[config.mk]
export PLATFORM = sky130hd
export DESIGN_NAME = pmu_counter_bank
export DESIGN_NICKNAME = d
export VERILOG_FILES = /design/src/rtl/pmu_pkg.sv /design/src/rtl/pmu_counter.sv /design/src/rtl/pmu_global_ctl.sv /design/src/rtl/pmu_counter_bank.sv
export SDC_FILE = /design/constraint.sdc
export NUM_CORES = 1
export LEC_CHECK = 0
export BUFFER_PORTS_ARGS = -buffer_cell sky130_fd_sc_hd__buf_4
export CAP_MARGIN = 10
export CORE_ASPECT_RATIO = 1.1
export CORE_MARGIN = 2
export CORE_UTILIZATION = 50
export DETAILED_ROUTE_END_ITERATION = 10
export PLACE_DENSITY = 0.7
export SYNTH_ARGS = -nofsm -noshare
export SYNTH_HDL_FRONTEND = slang
export SYNTH_SLANG_ARGS = --single-unit
[constraint.sdc]
create_clock -name clk -period 2.8 [get_ports clk]
set_input_delay 0.14 -clock clk [delete_from_list [all_inputs] [get_ports clk]]
set_output_delay 0.14 -clock clk [all_outputs]
set_load 0.01 [all_outputs]
[src/rtl/pmu_pkg.sv]
package pmu_pkg;
  localparam int DATA_W   = 32;
  localparam int ADDR_W   = 4;
  localparam int IDX_W    = 2;

  localparam logic [1:0] GRP_CNT  = 2'd0;
  localparam logic [1:0] GRP_CFGA = 2'd1;
  localparam logic [1:0] GRP_CFGB = 2'd2;
  localparam logic [1:0] GRP_GLB  = 2'd3;

  localparam int A_STOP    = 0;
  localparam int A_NO_SUP  = 1;
  localparam int A_NO_USR  = 2;
  localparam int A_NO_MK1  = 3;
  localparam int A_NO_MK0  = 4;
  localparam int A_SEL_LSB = 8;

  typedef struct packed {
    logic ovf_stop;
    logic irq_en;
    logic stop_all;
  } glb_t;
endpackage

[src/rtl/pmu_counter.sv]
module pmu_counter
  import pmu_pkg::*;
#(
  parameter int NUM_EVENTS = 16,
  parameter int SEL_W      = 4
) (
  input  logic                  clk,
  input  logic                  rst,
  input  logic [NUM_EVENTS-1:0] evt_in,
  input  logic                  priv_sup,
  input  logic                  mark_in,
  input  logic                  glb_stop,
  input  logic                  wr_cnt,
  input  logic                  wr_cfga,
  input  logic                  wr_cfgb,
  input  logic [DATA_W-1:0]     wdata,
  output logic [DATA_W-1:0]     cnt_q,
  output logic [DATA_W-1:0]     cfga_q,
  output logic [DATA_W-1:0]     cfgb_q,
  output logic                  ovf_hit
);
  localparam int EVT_SPAN = 1 << SEL_W;

  logic             stop_q, no_sup_q, no_usr_q, no_mk1_q, no_mk0_q;
  logic [SEL_W-1:0] sel_q;
  logic [EVT_SPAN-1:0] evt_ext;
  logic evt_hit, frozen, at_max, bump;

  always_comb begin
    evt_ext = '0;
    evt_ext[NUM_EVENTS-1:0] = evt_in;
  end

  assign evt_hit = evt_ext[sel_q];
  assign frozen  = stop_q | glb_stop
                 | (priv_sup & no_sup_q) | (~priv_sup & no_usr_q)
                 | (mark_in & no_mk1_q)  | (~mark_in & no_mk0_q);
  assign at_max  = &cnt_q;
  assign bump    = evt_hit & ~frozen & ~at_max;
  assign ovf_hit = bump & ~cnt_q[DATA_W-1] & (&cnt_q[DATA_W-2:0]);

  always_ff @(posedge clk) begin
    if (rst) begin
      cnt_q <= '0;
    end else if (wr_cnt) begin
      cnt_q <= wdata;
    end else if (bump) begin
      cnt_q <= cnt_q + 1'b1;
    end
  end

  always_ff @(posedge clk) begin
    if (rst) begin
      stop_q   <= 1'b1;
      no_sup_q <= 1'b1;
      no_usr_q <= 1'b1;
      no_mk1_q <= 1'b1;
      no_mk0_q <= 1'b1;
      sel_q    <= '0;
      cfgb_q   <= '0;
    end else begin
      if (wr_cfga) begin
        stop_q   <= wdata[A_STOP];
        no_sup_q <= wdata[A_NO_SUP];
        no_usr_q <= wdata[A_NO_USR];
        no_mk1_q <= wdata[A_NO_MK1];
        no_mk0_q <= wdata[A_NO_MK0];
        sel_q    <= wdata[A_SEL_LSB +: SEL_W];
      end
      if (wr_cfgb) begin
        cfgb_q <= wdata;
      end
    end
  end

  always_comb begin
    cfga_q = '0;
    cfga_q[A_STOP]   = stop_q;
    cfga_q[A_NO_SUP] = no_sup_q;
    cfga_q[A_NO_USR] = no_usr_q;
    cfga_q[A_NO_MK1] = no_mk1_q;
    cfga_q[A_NO_MK0] = no_mk0_q;
    cfga_q[A_SEL_LSB +: SEL_W] = sel_q;
  end

  a_r7_write_wins: assert property (@(posedge clk) disable iff (rst)
    wr_cnt |=> cnt_q == $past(wdata));

  a_r4_frozen_holds: assert property (@(posedge clk) disable iff (rst)
    (!wr_cnt && frozen) |=> cnt_q == $past(cnt_q));

  a_r8_saturate: assert property (@(posedge clk) disable iff (rst)
    (!wr_cnt && at_max) |=> &cnt_q);

  a_r3_single_step: assert property (@(posedge clk) disable iff (rst)
    !wr_cnt |=> (cnt_q == $past(cnt_q)) || (cnt_q == $past(cnt_q) + 32'd1));

  a_r3_no_evt_no_step: assert property (@(posedge clk) disable iff (rst)
    (!wr_cnt && !evt_hit) |=> cnt_q == $past(cnt_q));
endmodule

[src/rtl/pmu_global_ctl.sv]
module pmu_global_ctl
  import pmu_pkg::*;
#(
  parameter int NUM_CTRS = 4
) (
  input  logic                clk,
  input  logic                rst,
  input  logic                wr_glb,
  input  logic [2:0]          wdata,
  input  logic [NUM_CTRS-1:0] msb_vec,
  input  logic [NUM_CTRS-1:0] ovf_vec,
  output glb_t                glb_q,
  output logic                irq
);
  logic trig;
  glb_t glb_nxt;

  assign trig = glb_q.ovf_stop & (|ovf_vec);

  always_comb begin
    glb_nxt = wr_glb ? glb_t'(wdata) : glb_q;
    if (trig) glb_nxt.stop_all = 1'b1;
  end

  always_ff @(posedge clk) begin
    if (rst) begin
      glb_q <= '0;
      irq   <= 1'b0;
    end else begin
      glb_q <= glb_nxt;
      irq   <= glb_q.irq_en & (|msb_vec);
    end
  end

  a_r10_ovf_freezes: assert property (@(posedge clk) disable iff (rst)
    trig |=> glb_q.stop_all);

  a_r9_irq_raise: assert property (@(posedge clk) disable iff (rst)
    (glb_q.irq_en && (|msb_vec)) |=> irq);

  a_r9_irq_quiet: assert property (@(posedge clk) disable iff (rst)
    (!glb_q.irq_en || !(|msb_vec)) |=> !irq);
endmodule

[src/rtl/pmu_counter_bank.sv]
module pmu_counter_bank
  import pmu_pkg::*;
#(
  parameter int NUM_CTRS   = 4,
  parameter int NUM_EVENTS = 16
) (
  input  logic                  clk,
  input  logic                  rst,
  input  logic [NUM_EVENTS-1:0] evt_in,
  input  logic                  priv_sup,
  input  logic                  mark_in,
  input  logic                  reg_wr,
  input  logic                  reg_rd,
  input  logic [3:0]            reg_addr,
  input  logic [31:0]           reg_wdata,
  output logic [31:0]           reg_rdata,
  output logic                  irq
);
  localparam int SEL_W = $clog2(NUM_EVENTS);

  logic [1:0]       grp;
  logic [IDX_W-1:0] idx;
  logic [DATA_W-1:0] cnt_arr  [NUM_CTRS];
  logic [DATA_W-1:0] cfga_arr [NUM_CTRS];
  logic [DATA_W-1:0] cfgb_arr [NUM_CTRS];
  logic [NUM_CTRS-1:0] msb_vec, ovf_vec;
  glb_t glb_q;
  logic [DATA_W-1:0] rd_mux;

  assign grp = reg_addr[3:2];
  assign idx = reg_addr[1:0];

  for (genvar i = 0; i < NUM_CTRS; i++) begin : g_ctr
    logic sel_me;
    assign sel_me = reg_wr && (idx == IDX_W'(i));
    pmu_counter #(.NUM_EVENTS(NUM_EVENTS), .SEL_W(SEL_W)) ctr_i (
      .clk      (clk),
      .rst      (rst),
      .evt_in   (evt_in),
      .priv_sup (priv_sup),
      .mark_in  (mark_in),
      .glb_stop (glb_q.stop_all),
      .wr_cnt   (sel_me && grp == GRP_CNT),
      .wr_cfga  (sel_me && grp == GRP_CFGA),
      .wr_cfgb  (sel_me && grp == GRP_CFGB),
      .wdata    (reg_wdata),
      .cnt_q    (cnt_arr[i]),
      .cfga_q   (cfga_arr[i]),
      .cfgb_q   (cfgb_arr[i]),
      .ovf_hit  (ovf_vec[i])
    );
    assign msb_vec[i] = cnt_arr[i][DATA_W-1];
  end

  pmu_global_ctl #(.NUM_CTRS(NUM_CTRS)) glb_i (
    .clk     (clk),
    .rst     (rst),
    .wr_glb  (reg_wr && grp == GRP_GLB && idx == '0),
    .wdata   (reg_wdata[2:0]),
    .msb_vec (msb_vec),
    .ovf_vec (ovf_vec),
    .glb_q   (glb_q),
    .irq     (irq)
  );

  always_comb begin
    rd_mux = '0;
    if (grp == GRP_GLB) begin
      if (idx == '0) rd_mux = {29'd0, glb_q};
    end else begin
      for (int i = 0; i < NUM_CTRS; i++) begin
        if (idx == IDX_W'(i)) begin
          case (grp)
            GRP_CNT:  rd_mux = cnt_arr[i];
            GRP_CFGA: rd_mux = cfga_arr[i];
            default:  rd_mux = cfgb_arr[i];
          endcase
        end
      end
    end
  end

  always_ff @(posedge clk) begin
    if (rst)         reg_rdata <= '0;
    else if (reg_rd) reg_rdata <= rd_mux;
  end

  a_r2_read_hold: assert property (@(posedge clk) disable iff (rst)
    !reg_rd |=> $stable(reg_rdata));
endmodule

# After elaboration in Yosys (flattened, before gate mapping)
# Index checks and enable logic that the tools add are counted.
word_totals:
  register_bits: 328
  input_bits: 58
  out_inout_bits: 33
  wordCells: 182
op_classes:
  n_addsub: 4
  n_lt_le_gt_ge: 4
  n_eq_ne: 6
  mux: 28
  bitwise_logic: 68
  n_reduce_logical: 35
op_table:
  columns: ["cell", "count"]
  rows:
  - ["32-bit 2-to-1 mux", 13]
  - ["32-bit one-hot mux with 2 select lines", 4]
  - ["32-bit by 1-bit adder with 32-bit output, second input constant", 4]
  - ["32-bit AND reduction", 4]
  - ["31-bit AND reduction", 4]
  - ["1-bit bitwise AND", 34]
  - ["4-bit by 5-bit less-than comparator with 1-bit output, second input constant", 4]
  - ["1-bit bitwise OR", 20]
  - ["1-bit logical AND", 18]
  - ["1-bit binary-select mux with 4-bit select", 4]
  - ["1-bit NOT", 14]
  - ["2-bit nonzero test", 5]
  - ["2-bit equality test, second input constant", 4]
  - ["4-bit OR reduction", 2]
  - ["1-bit 2-to-1 mux", 6]
  - ["2-bit by 1-bit equality test with 1-bit output, second input constant", 2]
  - ["2-bit logical NOT", 2]
  - ["3-bit 2-to-1 mux", 1]

# Logic depth before layout (Yosys ltp)
logic_depth:
  ltp_word: 13
  mapped_depth: 10
  depth_no_buf: 7

# By module
# Synthesis repeated with hierarchy kept, for this count alone.
unflattened:
  cells_unflattened: 2299
  area_unflattened_um2: 20312.0
modules_own_cells:
  columns: ["mod", "instances", "cells_per_inst", "area_per_inst_um2", "seq_area_each_um2"]
  rows:
  - ["pmu_counter", 4, 452, 3910.0, 1461.4]
  - ["pmu_counter_bank", 1, 478, 4519.3, 640.6]
  - ["pmu_global_ctl", 1, 13, 152.6, 80.1]

# Worst setup path after synthesis
# No wires, ideal clock.
synth_timing:
  kind: "register to register"
  from: "register g_ctr[2].ctr_i.cnt_q[0]"
  to: "register g_ctr[2].ctr_i.cnt_q[6]"
  setup_ps: 91
  arrival_time_ps: 2325
  required_ps: 2709
  slack_ps: 384
  path_stages_with_launch: 10
  path_buffers: 2
  period_less_slack_ps: 2416
  path_cell_list: "dfxtp_1 -> ha_1 -> clkbuf_1 -> nand3_1 -> or3_1 -> nor4_4 -> a22o_2 -> buf_2 -> o21ai_0 -> a311oi_1"
synth_between:
  elab_chain_len: 4
  elab_cells_between_ends: 7
  cone_classes: "add/sub (1); mux (2); bitwise (2); reduce/logical (2)"
synth_rtl:
  columns: ["element", "line", "source"]
  rows:
  - ["from (decl)", "pmu_counter.sv:17", "output logic [DATA_W-1:0] cnt_q,"]
  - ["from (signal assigned)", "pmu_counter.sv:46", "cnt_q <= wdata;"]
  - ["from (signal assigned)", "pmu_counter.sv:48", "cnt_q <= cnt_q + 1'b1;"]
  - ["branches (longest 4 deep; another with 32-bit by 1-bit adder with 32-bit output)", null, null]
# Several ways; the timed one is not identified. The select of a mux whose other input is x is not followed.
# A chain may end at the register's enable or synchronous reset.

# Worst setup path in the final report
layout_timing:
  from: "register g_ctr[2].ctr_i.sel_q[1]"
  to: "register g_ctr[2].ctr_i.cnt_q[28]"
layout_between:
  elab_chain_len: 5
layout_rtl:
  columns: ["element", "line", "source"]
  rows:
  - ["from (decl)", "pmu_counter.sv:25", "logic [SEL_W-1:0] sel_q;"]
  - ["from (signal assigned)", "pmu_counter.sv:68", "sel_q <= wdata[A_SEL_LSB +: SEL_W];"]
  - ["1-bit binary-select mux with 4-bit select", "pmu_counter.sv:34", "assign evt_hit = evt_ext[sel_q];"]
  - ["1-bit 2-to-1 mux (not written as such)", "pmu_counter.sv:34", null]
  - ["1-bit bitwise AND (2 in series)", "pmu_counter.sv:39", "assign bump = evt_hit & ~frozen & ~at_max;"]
  - ["2-bit nonzero test (no line)", null, null]
# Every way passes these cells. The select of a mux whose other input is x is not followed.

==> results.md <==
* Internal power at 0.00889 W
* Synth Cell Area at 18100 um^2
* Clock slew at reported path FFs at 0.06 ns
* Largest net degree at the start of global routing at 109
* CP Buf/Inv Count at 0
* CTS sink count at 328
* Number of flops mapped to enable cells by yosys at 0
* WHS Endpoint: reg_rdata[12]$_SDFFE_PP0P_
* Min-delay worst type: in2reg
* First-pass GRT wire length at 101000 um
* Sw frac at 25.0%
* Final Wtd Congestion at 0.991
* Post-Syn Area per Cell at 7.74 um^2
* TritonRoute pass-1 iters at 6
* Clock skew at 0.0107 ns
* VDD IR max at 0.445 mV
* Worst Path Max Fanout at 19
* Power Density at 559 nW/um^2
* Period utilization at 93.0%
* FF-to-FF Start: g_ctr[2].ctr_i.sel_q[1]$_SDFFE_PP0P_
* WS Path Type: reg2reg
* Area grow syn2layout at 17.0%
* Sequential power share at 41.3%
* Iteration-0 DRC Markers at 2111
* Async SR Flop Fraction at 0%
* Clk network pwr share at 49.3%
* Critical path's top delay family: compound AO/OA/AOI/OAI gates
* FF-to-FF path depth at 6
* Die width at 186 um
* Reg2Reg Capture Point: g_ctr[2].ctr_i.cnt_q[28]$_SDFFE_PP0P_
* Post-synthesis cell type count at 74
* Peak Freq at 384 MHz
* Port Buf Inserts at 90
* Mapped Cells at 2342
* Ys flop type: dfxtp_1
* WP data arrival at 3.05 ns
* Max cap viols at 0
* Worst Max-Slew Pin Slew at 1.08 ns
* CTS Buf Count at 38
* Clock tree root driver cell: clkbuf_16
* Final Hold Fails at 0
* CORE AREA at 36000 um^2
* Slowest CP cell: dfxtp_1
* Synth Net Count at 2404
* P_sw at 0.00296 W
* Fin crit period at 2.60 ns
* CTS tree: done
* ANT cells at 0
* Gr ovfl total at 0
* Residual DRC at 0
* Reg-to-reg slack, setup at 0.20 ns
* Register area share after synthesis at 36.2%
* Via count at 18.6k
* Final wirelength at 66700 um
* CTS HTree Levels at 2
* Starting Density at 50.4%
* Ys Warns at 0
* Status: finished, final reports clean
* Hold depth at 2
* CP Cell Sequence: mux2_2, a2bb2oi_1, nand4_1, a22o_2, or4_1, a311oi_1
* Clk buf depth at 3
* Setup TNS at 0 ns
* Crit-path max cell delay at 0.54 ns
* Total track usage at 34.8%
* Die height at 204 um
* Vias in the first global route at 16.7k
* Setup bufs post-CTS at 0
* Final setup viols at 0
* Max-slew violation count at 0
* Initial antenna violation count at 0
* Critical Path RT at 3.24 ns
* Worst Setup End Kind: flip-flop
* Routed length per placed instance at 23.0 um
* Layout cells sized above 1 at 13.0%
* Row cnt at 73
* Post-DRT Antenna Nets at 0
* Worst-Skew Late Latency at 0.54 ns
* Die ar. at 37800 um^2
* Final nets at 2450
* Final hold slack at 0.165 ns
* HP Start: rst
* Top-Level Pins at 91
* Logic pwr share at 9.3%
* Lkg Pwr at 6.98 nW
* Vias per cell at 6.41
* RSZ-0062 raised after global routing: no
* Hpwl dp at 46400 um
* FF+latch count, synth at 328
* Slew HR at 27.5%
* Startpoint types: flip-flop
[synth_stat cells (8+ instances only)]
cell	instances	share of area (%)
and4_1	14	0.68
mux2_2	16	0.99
xor2_1	14	0.68
o22ai_1	15	0.52
mux4_2	13	1.6
nand4_1	37	1.3
mux2i_1	100	5.5
inv_1	39	0.81
and3_1	22	0.76
dfxtp_1	328	36
a211oi_1	45	1.9
nor3_1	34	0.94
clkbuf_1	160	3.3
a311oi_1	70	3.4
o21ai_0	85	2.3
nor2_1	204	4.2
nor3b_1	55	2.3
nand3b_1	8	0.33
o31ai_1	31	1.3
buf_1	14	0.29
xnor2_1	15	0.72
nand2_1	397	8.2
buf_2	20	0.55
nor2b_1	28	0.97
a21oi_1	225	6.2
and2_1	8	0.28
or3_1	41	1.4
or4_1	34	1.4
clkbuf_2	16	0.44
nand3_1	59	1.6
nor4_1	36	1.2
a22oi_1	27	1.1
a211o_1	21	1.0
[cell type report]
| type | count | area, um^2 |
|---|---|---|
| inverters | 41 | 154 |
| clock inverters | 19 | 362 |
| well taps | 487 | 609 |
| clock buffers | 50 | 1110 |
| multi-input cells | 1761 | 10600 |
| fillers | 3337 | 14800 |
| flip-flops and latches | 328 | 6570 |
| repair buffers | 218 | 1800 |
[state kept, by name, indices dropped and copies added (netlist names), 4 cells and up]
name	cells
g_ctr.ctr_i.cfgb_q	128
g_ctr.ctr_i.cnt_q	128
g_ctr.ctr_i.no_mk0_q	4
g_ctr.ctr_i.no_mk1_q	4
g_ctr.ctr_i.no_sup_q	4
g_ctr.ctr_i.no_usr_q	4
g_ctr.ctr_i.sel_q	16
g_ctr.ctr_i.stop_q	4
reg_rdata	32
[worst max path at each step]
stage                                         startpoint                               endpoint  slack (ns)  cells after the start
CTS                 g_ctr[3].ctr_i.sel_q[2]$_SDFFE_PP0P_  g_ctr[3].ctr_i.cnt_q[19]$_SDFFE_PP0P_        0.09                      8
global placement    g_ctr[2].ctr_i.sel_q[1]$_SDFFE_PP0P_            glb_i.glb_q[0]$_SDFFE_PP0P_        0.22                      7
global route        g_ctr[2].ctr_i.sel_q[1]$_SDFFE_PP0P_  g_ctr[2].ctr_i.cnt_q[28]$_SDFFE_PP0P_        0.03                      6
finish              g_ctr[2].ctr_i.sel_q[1]$_SDFFE_PP0P_  g_ctr[2].ctr_i.cnt_q[28]$_SDFFE_PP0P_        0.20                      6
floorplan           g_ctr[2].ctr_i.cnt_q[0]$_SDFFE_PP0P_   g_ctr[2].ctr_i.cnt_q[6]$_SDFFE_PP0P_        0.38                      9
detailed placement  g_ctr[3].ctr_i.sel_q[2]$_SDFFE_PP0P_  g_ctr[3].ctr_i.cnt_q[29]$_SDFFE_PP0P_        0.14                      8
[per-layer routing]
layer / routed length (um) / global-route usage [%]
met5: 0 / 0
met4: 4560 / 21.0
met3: 5540 / 5.39
met2: 29600 / 53.8
met1: 27000 / 45.7
[cell usage in the layout, fill, tap and decap left out, types with 31 or more instances in the layout]
cell type and instances:
inv_1 39, nand3_1 59, or3_1 41, clkbuf_16 41, dlygate4sd3_1 34, dfxtp_1 328
o21ai_0 84, nor3_1 34, nand4_1 37, nor2_1 199, nand2_1 393, mux2i_1 100
a21oi_1 225, o31ai_1 31, nor3b_1 55, a311oi_1 70, nor4_1 36, a211oi_1 45
or4_1 33, buf_4 177
[per-stage QoR]
step                setup WS, ns  area (um^2)  util [%]  power, W  instances
finish                     0.196        21200      59.0    0.0119       2904
global route              0.0305        21200      59.0    0.0121       2904
CTS                       0.0925        21200      58.9    0.0118       2904
detailed placement         0.145        19400      53.8   0.00603       2801
global placement           0.220        19400      53.8   0.00601       2801
floorplan                  0.384        18100         -   0.00557       2342
[logic make-up after synthesis]
logic type                 after synthesis  share of synthesized area, %
and+or+nand+nor                       1004                          27.1
AOI/OAI and AO/OA                      595                          21.4
DFF                                    328                          36.2
buffers and inverters                  253                          5.53
muxes                                  129                          8.13
xor gates and xnor gates                29                          1.40
adders and majority gates                4                         0.276
[what timing repair did]
action | CTS | global route
hold buffers | 34 | 0
endpoints found under the setup margin | 0 | 9
hold endpoints to repair | 227 | 0
resized for setup | 0 | 5
[power by group through the flow]
stage | Clock, W | Sequential (W) | Combinational [W]
after floorplan | 0 | 0.00496 | 0.000609
after global placement | 0 | 0.00499 | 0.00102
after detailed placement | 0 | 0.00500 | 0.00103
after CTS | 0.00587 | 0.00489 | 0.00107
after global routing | 0.00608 | 0.00491 | 0.00116
final | 0.00585 | 0.00490 | 0.00111
Note: power is estimated with default switching activity, not from simulation.
